**src/rtl/ocf_pkg.sv**
```systemverilog
package ocf_pkg;

  // Strobes from the control decisions to the datapath registers
  typedef struct packed {
    logic countInc;
    logic countClear;
    logic irqFire;
    logic filterLoad;
    logic filterStep;
    logic holdLoad;
    logic holdStep;
  } ocfStrobes_t;

endpackage

```
**src/rtl/ocfAlarmSync.sv**
```systemverilog
module ocfAlarmSync #(
  parameter int SYNC_STAGES = 2
) (
  input  logic clk,
  input  logic rstN,
  input  logic alarmRaw,
  input  logic cfgActiveLow,
  output logic alarmLvl,
  output logic eventEdge
);

  // Polarity is folded in ahead of the chain, so reset value 0 means idle
  logic [SYNC_STAGES-1:0] chain;
  logic lvlPrev;

  generate
    for (genvar s = 0; s < SYNC_STAGES; s++) begin : g_stage
      if (s == 0) begin : g_first
        always_ff @(posedge clk or negedge rstN) begin
          if (!rstN) chain[0] <= 1'b0;
          else       chain[0] <= alarmRaw ^ cfgActiveLow;
        end
      end else begin : g_next
        always_ff @(posedge clk or negedge rstN) begin
          if (!rstN) chain[s] <= 1'b0;
          else       chain[s] <= chain[s-1];
        end
      end
    end
  endgenerate

  always_ff @(posedge clk or negedge rstN) begin
    if (!rstN) lvlPrev <= 1'b0;
    else       lvlPrev <= chain[SYNC_STAGES-1];
  end

  assign alarmLvl  = chain[SYNC_STAGES-1];
  assign eventEdge = alarmLvl & ~lvlPrev;

  // an edge is a single-cycle strobe
  assert_single_edge_R3: assert property (@(posedge clk) disable iff (!rstN)
    eventEdge |=> !eventEdge);

endmodule

```
**src/rtl/ocfCtrl.sv**
```systemverilog
module ocfCtrl
  import ocf_pkg::*;
#(
  parameter int CNT_W = 8
) (
  input  logic             clk,
  input  logic             rstN,
  input  logic             eventEdge,
  input  logic             alarmLvl,
  input  logic             usTick,
  input  logic             cfgIrqEn,
  input  logic [CNT_W-1:0] cfgThreshold,
  input  logic [CNT_W-1:0] count,
  input  logic             filterLast,
  input  logic             filterBusy,
  input  logic             holdBusy,
  output ocfStrobes_t      strb
);

  localparam int WIDE_W = CNT_W + 1;

  logic [WIDE_W-1:0] nextCount;
  logic              reachThresh;
  logic              countFull;

  assign nextCount   = {1'b0, count} + WIDE_W'(1);
  assign reachThresh = nextCount >= {1'b0, cfgThreshold};
  assign countFull   = &count;

  always_comb begin
    strb            = '0;
    strb.irqFire    = eventEdge & cfgIrqEn & reachThresh;
    strb.countClear = strb.irqFire | (~eventEdge & filterLast);
    strb.countInc   = eventEdge & ~strb.irqFire & ~countFull;
    strb.filterLoad = eventEdge;
    strb.filterStep = ~eventEdge & filterBusy;
    strb.holdLoad   = alarmLvl;
    strb.holdStep   = ~alarmLvl & usTick & holdBusy;
  end

  // a saturated count is never incremented
  assert_no_wrap_R6: assert property (@(posedge clk) disable iff (!rstN)
    strb.countInc |-> count != '1);

endmodule

```
**src/rtl/ocfDatapath.sv**
```systemverilog
module ocfDatapath
  import ocf_pkg::*;
#(
  parameter int CNT_W  = 8,
  parameter int FILT_W = 24,
  parameter int HOLD_W = 16
) (
  input  logic              clk,
  input  logic              rstN,
  input  ocfStrobes_t       strb,
  input  logic              alarmLvl,
  input  logic [FILT_W-1:0] cfgFilter,
  input  logic [HOLD_W-1:0] cfgHold,
  output logic [CNT_W-1:0]  count,
  output logic              filterLast,
  output logic              filterBusy,
  output logic              holdBusy,
  output logic              irqPulse,
  output logic              throttleReq
);

  logic [FILT_W-1:0] filterCnt;
  logic [HOLD_W-1:0] holdCnt;
  logic              irqQ;

  always_ff @(posedge clk or negedge rstN) begin
    if (!rstN)                count <= '0;
    else if (strb.countClear) count <= '0;
    else if (strb.countInc)   count <= count + CNT_W'(1);
  end

  always_ff @(posedge clk or negedge rstN) begin
    if (!rstN)                filterCnt <= '0;
    else if (strb.filterLoad) filterCnt <= cfgFilter;
    else if (strb.filterStep) filterCnt <= filterCnt - FILT_W'(1);
  end

  always_ff @(posedge clk or negedge rstN) begin
    if (!rstN)              holdCnt <= '0;
    else if (strb.holdLoad) holdCnt <= cfgHold;
    else if (strb.holdStep) holdCnt <= holdCnt - HOLD_W'(1);
  end

  always_ff @(posedge clk or negedge rstN) begin
    if (!rstN) irqQ <= 1'b0;
    else       irqQ <= strb.irqFire;
  end

  assign filterLast  = filterCnt == FILT_W'(1);
  assign filterBusy  = filterCnt != '0;
  assign holdBusy    = holdCnt != '0;
  assign irqPulse    = irqQ;
  assign throttleReq = alarmLvl | holdBusy;

  // the count only steps by one, holds, or returns to zero
  assert_count_step_R3: assert property (@(posedge clk) disable iff (!rstN)
    (count == $past(count)) || (count == $past(count) + CNT_W'(1)) || (count == '0));

  // an idle window stays idle until the next event
  assert_filter_idle_R8: assert property (@(posedge clk) disable iff (!rstN)
    (filterCnt == '0 && !strb.filterLoad) |=> filterCnt == '0);

  // the hold counter only moves down on a tick once the alarm is gone
  assert_hold_tick_R10: assert property (@(posedge clk) disable iff (!rstN)
    (!alarmLvl && !strb.holdStep) |=> $stable(holdCnt));

endmodule

```
**src/rtl/ocAlarmFilter.sv**
```systemverilog
module ocAlarmFilter
  import ocf_pkg::*;
#(
  parameter int CNT_W       = 8,
  parameter int FILT_W      = 24,
  parameter int HOLD_W      = 16,
  parameter int SYNC_STAGES = 2
) (
  input  logic              clk,
  input  logic              rstN,
  input  logic              alarmRaw,
  input  logic              cfgActiveLow,
  input  logic              cfgIrqEn,
  input  logic [CNT_W-1:0]  cfgThreshold,
  input  logic [FILT_W-1:0] cfgFilter,
  input  logic [HOLD_W-1:0] cfgHold,
  input  logic              usTick,
  output logic              irqPulse,
  output logic              throttleReq,
  output logic [CNT_W-1:0]  eventCount
);

  logic        alarmLvl;
  logic        eventEdge;
  logic        filterLast;
  logic        filterBusy;
  logic        holdBusy;
  ocfStrobes_t strb;

  ocfAlarmSync #(.SYNC_STAGES(SYNC_STAGES)) u_sync (
    .clk          (clk),
    .rstN         (rstN),
    .alarmRaw     (alarmRaw),
    .cfgActiveLow (cfgActiveLow),
    .alarmLvl     (alarmLvl),
    .eventEdge    (eventEdge)
  );

  ocfCtrl #(.CNT_W(CNT_W)) u_ctrl (
    .clk          (clk),
    .rstN         (rstN),
    .eventEdge    (eventEdge),
    .alarmLvl     (alarmLvl),
    .usTick       (usTick),
    .cfgIrqEn     (cfgIrqEn),
    .cfgThreshold (cfgThreshold),
    .count        (eventCount),
    .filterLast   (filterLast),
    .filterBusy   (filterBusy),
    .holdBusy     (holdBusy),
    .strb         (strb)
  );

  ocfDatapath #(.CNT_W(CNT_W), .FILT_W(FILT_W), .HOLD_W(HOLD_W)) u_dp (
    .clk         (clk),
    .rstN        (rstN),
    .strb        (strb),
    .alarmLvl    (alarmLvl),
    .cfgFilter   (cfgFilter),
    .cfgHold     (cfgHold),
    .count       (eventCount),
    .filterLast  (filterLast),
    .filterBusy  (filterBusy),
    .holdBusy    (holdBusy),
    .irqPulse    (irqPulse),
    .throttleReq (throttleReq)
  );

  // no interrupt unless enabled in the deciding cycle
  assert_irq_gated_R6: assert property (@(posedge clk) disable iff (!rstN)
    irqPulse |-> $past(cfgIrqEn));

  // the pulse coincides with a zero count
  assert_irq_clears_R4: assert property (@(posedge clk) disable iff (!rstN)
    irqPulse |-> eventCount == '0);

  // pulses never come back to back
  assert_irq_single_R5: assert property (@(posedge clk) disable iff (!rstN)
    irqPulse |=> !irqPulse);

endmodule

```
**config.mk**
```make
export PLATFORM = sky130hd
export DESIGN_NAME = ocAlarmFilter
export DESIGN_NICKNAME = d
export VERILOG_FILES = /design/src/rtl/ocf_pkg.sv /design/src/rtl/ocfAlarmSync.sv /design/src/rtl/ocfCtrl.sv /design/src/rtl/ocfDatapath.sv /design/src/rtl/ocAlarmFilter.sv
export SDC_FILE = /design/constraint.sdc
export NUM_CORES = 1
export LEC_CHECK = 0
export ABC_AREA = 1
export CAP_MARGIN = 10
export CELL_PAD_IN_SITES_DETAIL_PLACEMENT = 1
export CELL_PAD_IN_SITES_GLOBAL_PLACEMENT = 1
export CORE_MARGIN = 2
export CORE_UTILIZATION = 38
export DETAILED_ROUTE_END_ITERATION = 8
export GPL_TIMING_DRIVEN = 0
export PLACE_DENSITY_LB_ADDON = 0.3
export REMOVE_ABC_BUFFERS = 1
export SYNTH_ARGS = -nofsm -noshare
export SYNTH_HDL_FRONTEND = slang
export SYNTH_SLANG_ARGS = --single-unit
export TNS_END_PERCENT = 20
```
**constraint.sdc**
```tcl
create_clock -name clk -period 2.8 [get_ports clk]
set_clock_uncertainty 0.15 [all_clocks]
set_input_delay 0.56 -clock clk [delete_from_list [all_inputs] [get_ports clk]]
set_output_delay 0.56 -clock clk [all_outputs]
set_load 0.02 [all_outputs]
```
==> results.toml <==
[outcome]
run_status = "complete, no violations"

[floorplanning]
die_x_um = 101.3
coreArea_mm2 = 0.009196
start_util_pct = 39.13
dieArea_mm2 = 0.01026
die_height_um = 101.3
pin_count = 64
rows = 35

[cts]
cts_htree_levels = 2
worstSkewPairLatency_ns = 0.31
clk_path_buf_depth = 2
root_buffer = "clkbuf_8"
post_cts_buffers = 0
cts_num_sinks = 52
cts_tree = "done"
cts_buffers = 5
path_clk_slew_ns = 0.09

[drt]
dr.pass1.iters = 4
drt-vias-per-instance = 5.070
wl_per_cell_um = 14.35
drtIter0Drc = 131
drc_errors = 0
drt_wl_total_um = 9799
num_vias = 3463
detail-route-antenna-nets = 0

[hold_path]
hold_class = "input pin to asynchronous set/reset pin"

[yosys]
synthCells = 513
seq_area_frac_synth_pct = 36.16
synth_common_cells = "nand2_1 (118), nor2_1 (88), inv_1 (61), dfrtp_1 (52), nand3_1 (33)"
async_flop_share_pct = 100.0
ys_ff_latch = 52
synth.area.top_cells = "dfrtp_1 (36%), nand2_1 (12%), nor2_1 (9.2%), inv_1 (6.4%), nand3_1 (4.6%)"
synth.largest_area_cell = "dfrtp_1"
yosys_warnings = 0
synth_edf_count = 0
syn_avg_cell_area_um2 = 7.015
synth_flop_cell = "dfrtp_1"
synthDistinctLibCells = 33
post-synth-top-count-cell = "nand2_1"
synthDominantCellAreaShare_pct = 36.16
netlist_area_mm2 = 0.003598

[timing]
setup_viol = 0
fin_crit_sh_pct = 92.57
rsz0062_at_grt = "no"
min_period_ns = 2.592
tightestPinTransition_ns = 0.6164
finalMaxSlewViolations = 0
finalHoldViolCount = 0
fmax_mhz = 385.8
relSlewSlack_pct = 58.86

[power]
leakage_nw = 2.060
power_w = 0.002787
power_density_mw_per_mm2 = 632.0
vdd_ir_drop_max_uv = 289.5

[critical_path]
crit_top_cell = "inv_2"
critPathCaptureType = "primary output"
cp.required_ns = 2.09
crit_slowest_cell = "dfrtp_1"
path_class = "flop to primary output"
crit_chain = "inv_2 -> ha_2 -> nand3_4 -> inv_2 -> nand2_2 -> nor2_4 -> nand2_1 -> nor2_2 -> nand4_1 -> buf_2"
cp-start-kind = "flop"
crit_fanout = 5
critPathMaxStageDelay_ns = 0.42
arrival_ns = 1.88

[finish]
syn2layout_area_growth_pct = 22.53
final_util_pct = 47.95
nets = 640
drive_gt1_share_pct = 9.615
diodes = 0

[global_routing]
grt_pass1_vias = 3585
grt_pass1_wl_um = 16600
antenna_found_initial = 0
grt-ovfl-total = 0
grt_usage_pct = 20.12
grt_max_degree = 34

[placement]
routabilityCongestion = 0.8335
hpwlAfterDp_um = 7645
place.port_buffers = 63

[job]
maxCapViolations = 0
[power breakdown]
group / leakage [nW] / internal [W] / switching, W
Sequential: 0.615 / 0.000955 / 0.000220
Combinational: 1.41 / 0.000500 / 0.000718
Clock: 0.0359 / 0.000162 / 0.000232
[state kept, by name (all words and copies together) (netlist names)]
register / flops
u_dp.filterCnt: 24
u_dp.holdCnt: 16
u_dp.count: 8
u_dp.irqPulse: 1
u_sync.alarmLvl: 1
u_sync.chain: 1
u_sync.lvlPrev: 1
[final cells by class]
cell class              count  area [µm²]
fillers                  1195        4787
inverters                  65       246.5
flip-flops and latches     52        1303
well taps                 111       138.9
multi-input cells         386        2012
repair buffers             64       640.6
clock buffers               5       68.82
[critical path: cells and delay by family (launching register included)]
kind	cells	cell delay (ns)
simple gates	6	0.60
flops	1	0.42
buf+inv	3	0.36
fa+ha+maj	1	0.21
[layer usage]
metal	vias to the layer above	track usage (%)	wire length, µm
met4	0	4.158	82
met3	7	2.346	282
li1	1749	-	-
met2	52	36.02	4758
met5	-	0	0
met1	1655	26.21	4676
[path summary, 6_finish.rpt]
| path | from | end | slack [ns] | cells after the start |
|---|---|---|---|---|
| worst min-delay path | rstN | u_dp.filterCnt[17] | 0.07 | 1 |
| worst max-delay path | u_dp.holdCnt[0] | throttleReq | 0.21 | 10 |
| worst min register to register | u_sync.chain[0] | u_sync.alarmLvl | 0.20 | 0 |
| max in group asynchronous | rstN | u_dp.filterCnt[6] | 1.86 | 2 |
| worst max register to register | u_sync.alarmLvl | u_dp.filterCnt[8] | 0.31 | 6 |
| min in group clk | u_sync.chain[0] | u_sync.alarmLvl | 0.20 | 0 |
[cell usage in the layout (no fill, tap or decap), types with 2 or more instances in the layout]
cell	count
nor2_4	4
a21oi_2	2
nand3_4	2
a31oi_1	3
o31ai_1	2
nand3_1	32
nor2_2	8
or2_2	5
o21ai_1	9
inv_2	5
xor2_1	16
a21oi_1	22
inv_1	59
o211ai_1	7
nor2_1	87
nand2_2	8
o21ai_0	26
clkdlybuf4s50_1	61
dfrtp_1	51
nand2_1	117
nand4_1	6
mux2i_1	2
clkbuf_8	5
nor3_1	3
ha_1	11
o21ai_2	8
buf_2	2
[cell families after synthesis]
logic type / synth area share, %
and+or+nand+nor: 32.75
AOI/OAI and AO/OA: 13.42
buffers and inverters: 8.797
DFF: 36.16
xor gates and xnor gates: 4.138
adders and majority gates: 4.172
muxes: 0.5564
[through the flow]
step | cells | hold WS, ns | TNS, ns | cell area (µm²) | worst slack, ns
2_1_floorplan | 502 | 0.1144 | 0 | 3526 | 0.5742
3_3_place_gp | 676 | 0.1849 | -40.21 | 4295 | -0.6610
3_5_place_dp | 677 | 0.1864 | -6.877 | 4310 | -0.3729
4_1_cts | 683 | 0.08491 | 0 | 4387 | 0.02155
5_1_grt | 683 | 0.1130 | 0 | 4409 | 0.03394
6_report | 683 | 0.07193 | 0 | 4409 | 0.2081
[timing repair]
item | CTS | global route
gates resized for setup | 7 | 8
endpoints found under the setup margin | 33 | 14
pin swaps | 1 | 0
cloned | 1 | 0
hold buffers | 0 | 0
(Power assumes the default switching activity.)
